==> src/rtl/txDrivePkg.sv <==
package txDrivePkg;
  // Strobes handed from the control side to the output datapath, one set per channel.
  typedef struct packed {
    logic [1:0] drvOn;    // driver enables
    logic       forceOne; // loopback: enabled drivers send constant 1
  } chCtl_t;
endpackage

==> src/rtl/txDriveCfg.sv <==
module txDriveCfg
  import txDrivePkg::*;
#(
  parameter int NUM_CH        = 4,
  parameter int SETTLE_CYCLES = 20,
  localparam int CH_AW = (NUM_CH > 1) ? $clog2(NUM_CH) : 1,
  localparam int SET_W = $clog2(SETTLE_CYCLES + 1)
) (
  input  logic                      clk,
  input  logic                      rstN,
  input  logic                      cfgWrEn,
  input  logic [CH_AW-1:0]          cfgAddr,
  input  logic [1:0]                cfgData,
  input  logic [NUM_CH-1:0]         loopEn,
  output chCtl_t [NUM_CH-1:0]       ctl,
  output logic [NUM_CH-1:0]         chPwrDn,
  output logic [NUM_CH-1:0]         settling
);

  for (genvar c = 0; c < NUM_CH; c++) begin : gCh
    logic [1:0]       enQ;
    logic [SET_W-1:0] cntQ;
    logic             hit;
    logic             wake;

    assign hit  = cfgWrEn && (cfgAddr == CH_AW'(c));
    assign wake = hit && (enQ == 2'b00) && (cfgData != 2'b00);

    always_ff @(posedge clk) begin
      if (!rstN) begin
        enQ  <= 2'b00;
        cntQ <= '0;
      end else begin
        if (hit) enQ <= cfgData;
        if (wake)             cntQ <= SET_W'(SETTLE_CYCLES);
        else if (cntQ != '0)  cntQ <= cntQ - 1'b1;
      end
    end

    assign ctl[c].drvOn    = enQ;
    assign ctl[c].forceOne = loopEn[c];
    assign chPwrDn[c]      = (enQ == 2'b00);
    assign settling[c]     = (cntQ != '0);
  end

endmodule

==> src/rtl/txDriveLanes.sv <==
module txDriveLanes
  import txDrivePkg::*;
#(
  parameter int NUM_CH = 4,
  localparam int NUM_DRV = 2 * NUM_CH
) (
  input  chCtl_t [NUM_CH-1:0] ctl,
  input  logic [NUM_DRV-1:0]  shiftData,
  output logic [NUM_DRV-1:0]  serOut,
  output logic [NUM_DRV-1:0]  drvPwrDn
);

  for (genvar c = 0; c < NUM_CH; c++) begin : gCh
    for (genvar d = 0; d < 2; d++) begin : gDrv
      localparam int IDX = 2 * c + d;
      assign drvPwrDn[IDX] = ~ctl[c].drvOn[d];
      assign serOut[IDX]   = ctl[c].drvOn[d] & (ctl[c].forceOne | shiftData[IDX]);
    end
  end

endmodule

==> src/rtl/txDriveCtrl.sv <==
module txDriveCtrl
  import txDrivePkg::*;
#(
  parameter int NUM_CH        = 4,
  parameter int SETTLE_CYCLES = 20,
  localparam int CH_AW   = (NUM_CH > 1) ? $clog2(NUM_CH) : 1,
  localparam int NUM_DRV = 2 * NUM_CH
) (
  input  logic               clk,
  input  logic               rstN,
  input  logic               cfgWrEn,
  input  logic [CH_AW-1:0]   cfgAddr,
  input  logic [1:0]         cfgData,
  input  logic [NUM_CH-1:0]  loopEn,
  input  logic [NUM_DRV-1:0] shiftData,
  output logic [NUM_DRV-1:0] serOut,
  output logic [NUM_DRV-1:0] drvPwrDn,
  output logic [NUM_CH-1:0]  chPwrDn,
  output logic [NUM_CH-1:0]  settling
);

  chCtl_t [NUM_CH-1:0] ctl;

  txDriveCfg #(.NUM_CH(NUM_CH), .SETTLE_CYCLES(SETTLE_CYCLES)) cfg_i (
    .clk(clk), .rstN(rstN), .cfgWrEn(cfgWrEn), .cfgAddr(cfgAddr),
    .cfgData(cfgData), .loopEn(loopEn), .ctl(ctl),
    .chPwrDn(chPwrDn), .settling(settling)
  );

  txDriveLanes #(.NUM_CH(NUM_CH)) lanes_i (
    .ctl(ctl), .shiftData(shiftData), .serOut(serOut), .drvPwrDn(drvPwrDn)
  );

endmodule

==> config.mk <==
export PLATFORM = sky130hd
export DESIGN_NAME = txDriveCtrl
export DESIGN_NICKNAME = d
export VERILOG_FILES = /design/src/rtl/txDrivePkg.sv /design/src/rtl/txDriveCfg.sv /design/src/rtl/txDriveLanes.sv /design/src/rtl/txDriveCtrl.sv
export SDC_FILE = /design/constraint.sdc
export NUM_CORES = 1
export LEC_CHECK = 0
export BUFFER_PORTS_ARGS = -buffer_cell sky130_fd_sc_hd__buf_4
export CORE_ASPECT_RATIO = 0.7
export CORE_MARGIN = 5
export CORE_UTILIZATION = 48
export CTS_CLUSTER_SIZE = 16
export DETAILED_ROUTE_END_ITERATION = 16
export HOLD_SLACK_MARGIN = 0.12
export PLACE_DENSITY_LB_ADDON = 0.12
export REMOVE_ABC_BUFFERS = 1
export SLEW_MARGIN = 40
export SYNTH_ARGS = -nofsm -noshare
export SYNTH_HDL_FRONTEND = slang
export SYNTH_SLANG_ARGS = --single-unit
==> constraint.sdc <==
create_clock -name clk -period 2.1 [get_ports clk]
set_clock_uncertainty 0.1 [all_clocks]
set_input_delay 0.105 -clock clk [delete_from_list [all_inputs] [get_ports clk]]
set_output_delay 0.105 -clock clk [all_outputs]
set_load 0.05 [all_outputs]
==> metrics.log <==
[metrics] register clock-pin slew on the reported worst setup and hold paths: roughly 0.09 ns
[metrics] data required time at the worst endpoint: about 1.9 ns
[metrics] commonest cells after routing, fill and taps aside: buf_4 (42), nor2_1 (39), dfxtp_1 (28), inv_1 (17), mux2i_1 (10)
[metrics] top-level port count: 43
[metrics] number of CTS-inserted buffers: 3
[metrics] remaining max-slew budget at the tightest pin: 0.541
[metrics] vias in the first global route: about 1,300
[metrics] maximum number of pins on one net before global-route repair: 17
[metrics] Diodes inserted: 0
[metrics] Buf/Inv on CP: 2
[metrics] Leakage: 0.000805 uW
[metrics] element type at the critical path end: output pin
[metrics] die boundary width: approximately 75 um
[metrics] initial detailed-routing violation count: 31
[metrics] growth of design area from synthesis to finish: 30.5%
[metrics] category of the critical setup timing path: reg2out
[metrics] maximum frequency from static timing analysis: 0.530 GHz
[metrics] count of input and output buffers: 42
[metrics] most common cell after layout, fill and taps aside: buf_4
[metrics] Final GP Congestion: approximately 0.74
[metrics] register area share after synthesis: 0.398
[metrics] Die Height: 55.3 um
[metrics] final clock period utilization by the worst path: 0.899
[metrics] # clock sinks: 28
[metrics] Routed Wire Length: about 3.1 mm
[metrics] CTS tree: built
[metrics] antenna-violating nets left: 0
[metrics] clock insertion delay at the later pin of the skew report: between 0.2 and 0.3 ns
[metrics] buffer levels on the longest clock path: 2
[metrics] HP Class: in2reg
[metrics] antenna violations before repair: 0
[metrics] setup TNS after final layout: 0 ns
[metrics] total of endpoints with negative setup slack in the final report: 0
[metrics] Max stage delay on crit path: around 0.57 ns
[metrics] via total after detailed routing: 1,234
[metrics] Overflow after GRT: 0
[metrics] number of placed cells counting well taps: approximately 230
[metrics] share of cells above drive strength 1: 0.256
[metrics] wire per inst: roughly 13 um
[metrics] initial standard-cell utilization of the core: 0.502
[metrics] per-cell via count in the routed design: between 5 and 6
[metrics] cell at the root of the clock tree: clkbuf_8
[metrics] number of optimization iterations in the first detailed-route pass: 4
[metrics] worst-path cell chain: inv_1 -> ha_1 -> or4b_1 -> buf_4
[metrics] Critical Path Start Type: flop
[metrics] cell type group with the largest total delay on the critical path: simple AND/OR/NAND/NOR gates
[metrics] post-synthesis sequential element count: 28
[metrics] core box area: 0.00280 sq mm
[metrics] arrival time reported for the critical path endpoint: between 1.5 and 2 ns
[metrics] highest-delay cell along the critical path: or4b_1
[metrics] Final HPWL DP: about 2.5 mm
[metrics] outcome: finished clean
[metrics] mean instance size in the synthesized netlist: approximately 8.7 sq um
[metrics] GRT Util Overall: 0.162
[metrics] Netlist cell types: 28
[metrics] number of standard cells after synthesis: around 160
[metrics] transition time at the pin with the least slew margin: around 0.68 ns
[metrics] VDD IR-drop max: just over 0.7 mV
[metrics] final layout net count: around 230
[metrics] utilization after layout: 0.655
[metrics] RSZ-0062 raised after global routing: no
[metrics] count of pins over their slew limit: 0
[metrics] YS warnings: 0
[metrics] Max FO, Critical Path: 5
[metrics] H-tree levels: 1
[metrics] area of the mapped netlist: 0.00141 sq mm
[metrics] max-cap violations: 0
[metrics] final critical path time including I/O delays and setup: ~1.9 ns
[metrics] DR DRC count: 0
[metrics] Power Density: between 1000 and 1500 mW/mm^2
[metrics] post-layout instance count excluding filler cells: between 200 and 250
[metrics] floorplan die area: between 0.004 and 0.005 sq mm
[metrics] Fin. Hold Viols: 0
[metrics] num rows: 16
[metrics] global-route wire length before repair: approximately 5.4 mm
report_power, final:
group / total [uW] / switching [uW] / leakage [uW] / internal, uW
clock network: 416 / 161 / 0.0000357 / 255
registers: 769 / 111 / 0.000230 / 658
logic: 1140 / 662 / 0.000539 / 476
total: 2320 / 934 / 0.000805 / 1390
tightest hold or removal path, stage by stage:
cell and delay (ns):
buf_4 0.12, nand3b_1 0.17, mux2i_1 0.10, nor2_1 0.08
cells by family after synthesis:
kind of cell | Yosys count | share of synthesized area
and+or+nand+nor | 63 | 0.230
DFF | 28 | 0.398
AOI/OAI and AO/OA | 24 | 0.147
buffers and inverters | 24 | 0.0684
muxes | 10 | 0.0711
xor gates and xnor gates | 8 | 0.0498
adders and majority gates | 4 | 0.0356
through the flow:
step,hold WS (ns),area (sq um),total power (uW),worst slack [ns]
floorplan,0.123,1380,1640,0.292
global placement,0.286,1740,1860,0.553
detailed placement,0.299,1740,1920,0.486
CTS,0.229,1840,2340,0.208
global route,0.274,1840,2490,0.124
finish,0.237,1840,2320,0.213
registers in the layout, indices dropped and copies added (netlist names):
register        count
cfg_i.gCh.cntQ     20
cfg_i.gCh.enQ       8
path summary, 6_finish.rpt:
path / cells after the start / startpoint / endpoint / slack, ns
worst min register to register: 2 / cfg_i.gCh[2].cntQ[4] / cfg_i.gCh[2].cntQ[4] / 0.40
worst max-delay path: 4 / cfg_i.gCh[0].cntQ[0] / settling[0] / 0.21
worst min-delay path: 4 / cfgWrEn / cfg_i.gCh[1].enQ[0] / 0.24
worst max register to register: 5 / cfg_i.gCh[3].cntQ[0] / cfg_i.gCh[3].cntQ[0] / 0.48
synthesized netlist by cell type:
master | n | share of area
nor3b_1 | 4 | 0.021
o41ai_1 | 3 | 0.019
xnor2_1 | 8 | 0.050
o21ai_0 | 4 | 0.014
nor4_1 | 1 | 0.0044
a21oi_1 | 2 | 0.0071
nor3_1 | 4 | 0.014
nand2b_1 | 4 | 0.018
or4b_1 | 4 | 0.028
nand3b_1 | 2 | 0.011
nor2_1 | 39 | 0.10
inv_1 | 17 | 0.045
dfxtp_1 | 28 | 0.40
ha_1 | 4 | 0.036
o21a_1 | 4 | 0.021
mux2i_1 | 10 | 0.071
or4_1 | 2 | 0.011
a31oi_1 | 2 | 0.0089
nand3_1 | 1 | 0.0036
nor4_2 | 1 | 0.0089
clkbuf_2 | 1 | 0.0036
clkbuf_1 | 2 | 0.0053
o21bai_1 | 2 | 0.011
a211oi_2 | 4 | 0.036
a21boi_0 | 2 | 0.011
o41ai_4 | 1 | 0.020
or3b_1 | 1 | 0.0062
buf_2 | 4 | 0.014
metal layers:
layer	GRT usage	part of all wire	vias up
li1	-	-	627
met5	0	0	-
met3	0.0525	0.068	4
met4	0.0406	0.011	0
met2	0.274	0.47	39
met1	0.195	0.45	564
what timing repair did:
item	in CTS	in global routing
setup buffers	0	0
resized for setup	0	0
hold buffers	3	0
hold endpoints to repair	16	0
layout make-up:
cell class | count | area (sq um)
inverters | 17 | 63.8
repair buffers | 45 | 345
multi-input cells | 109 | 751
flip-flops and latches | 28 | 561
clock inverters | 1 | 30.0
well taps | 36 | 45.0
clock buffers | 3 | 41.3
fillers | 234 | 966
Power figures use the tool's default switching activity.
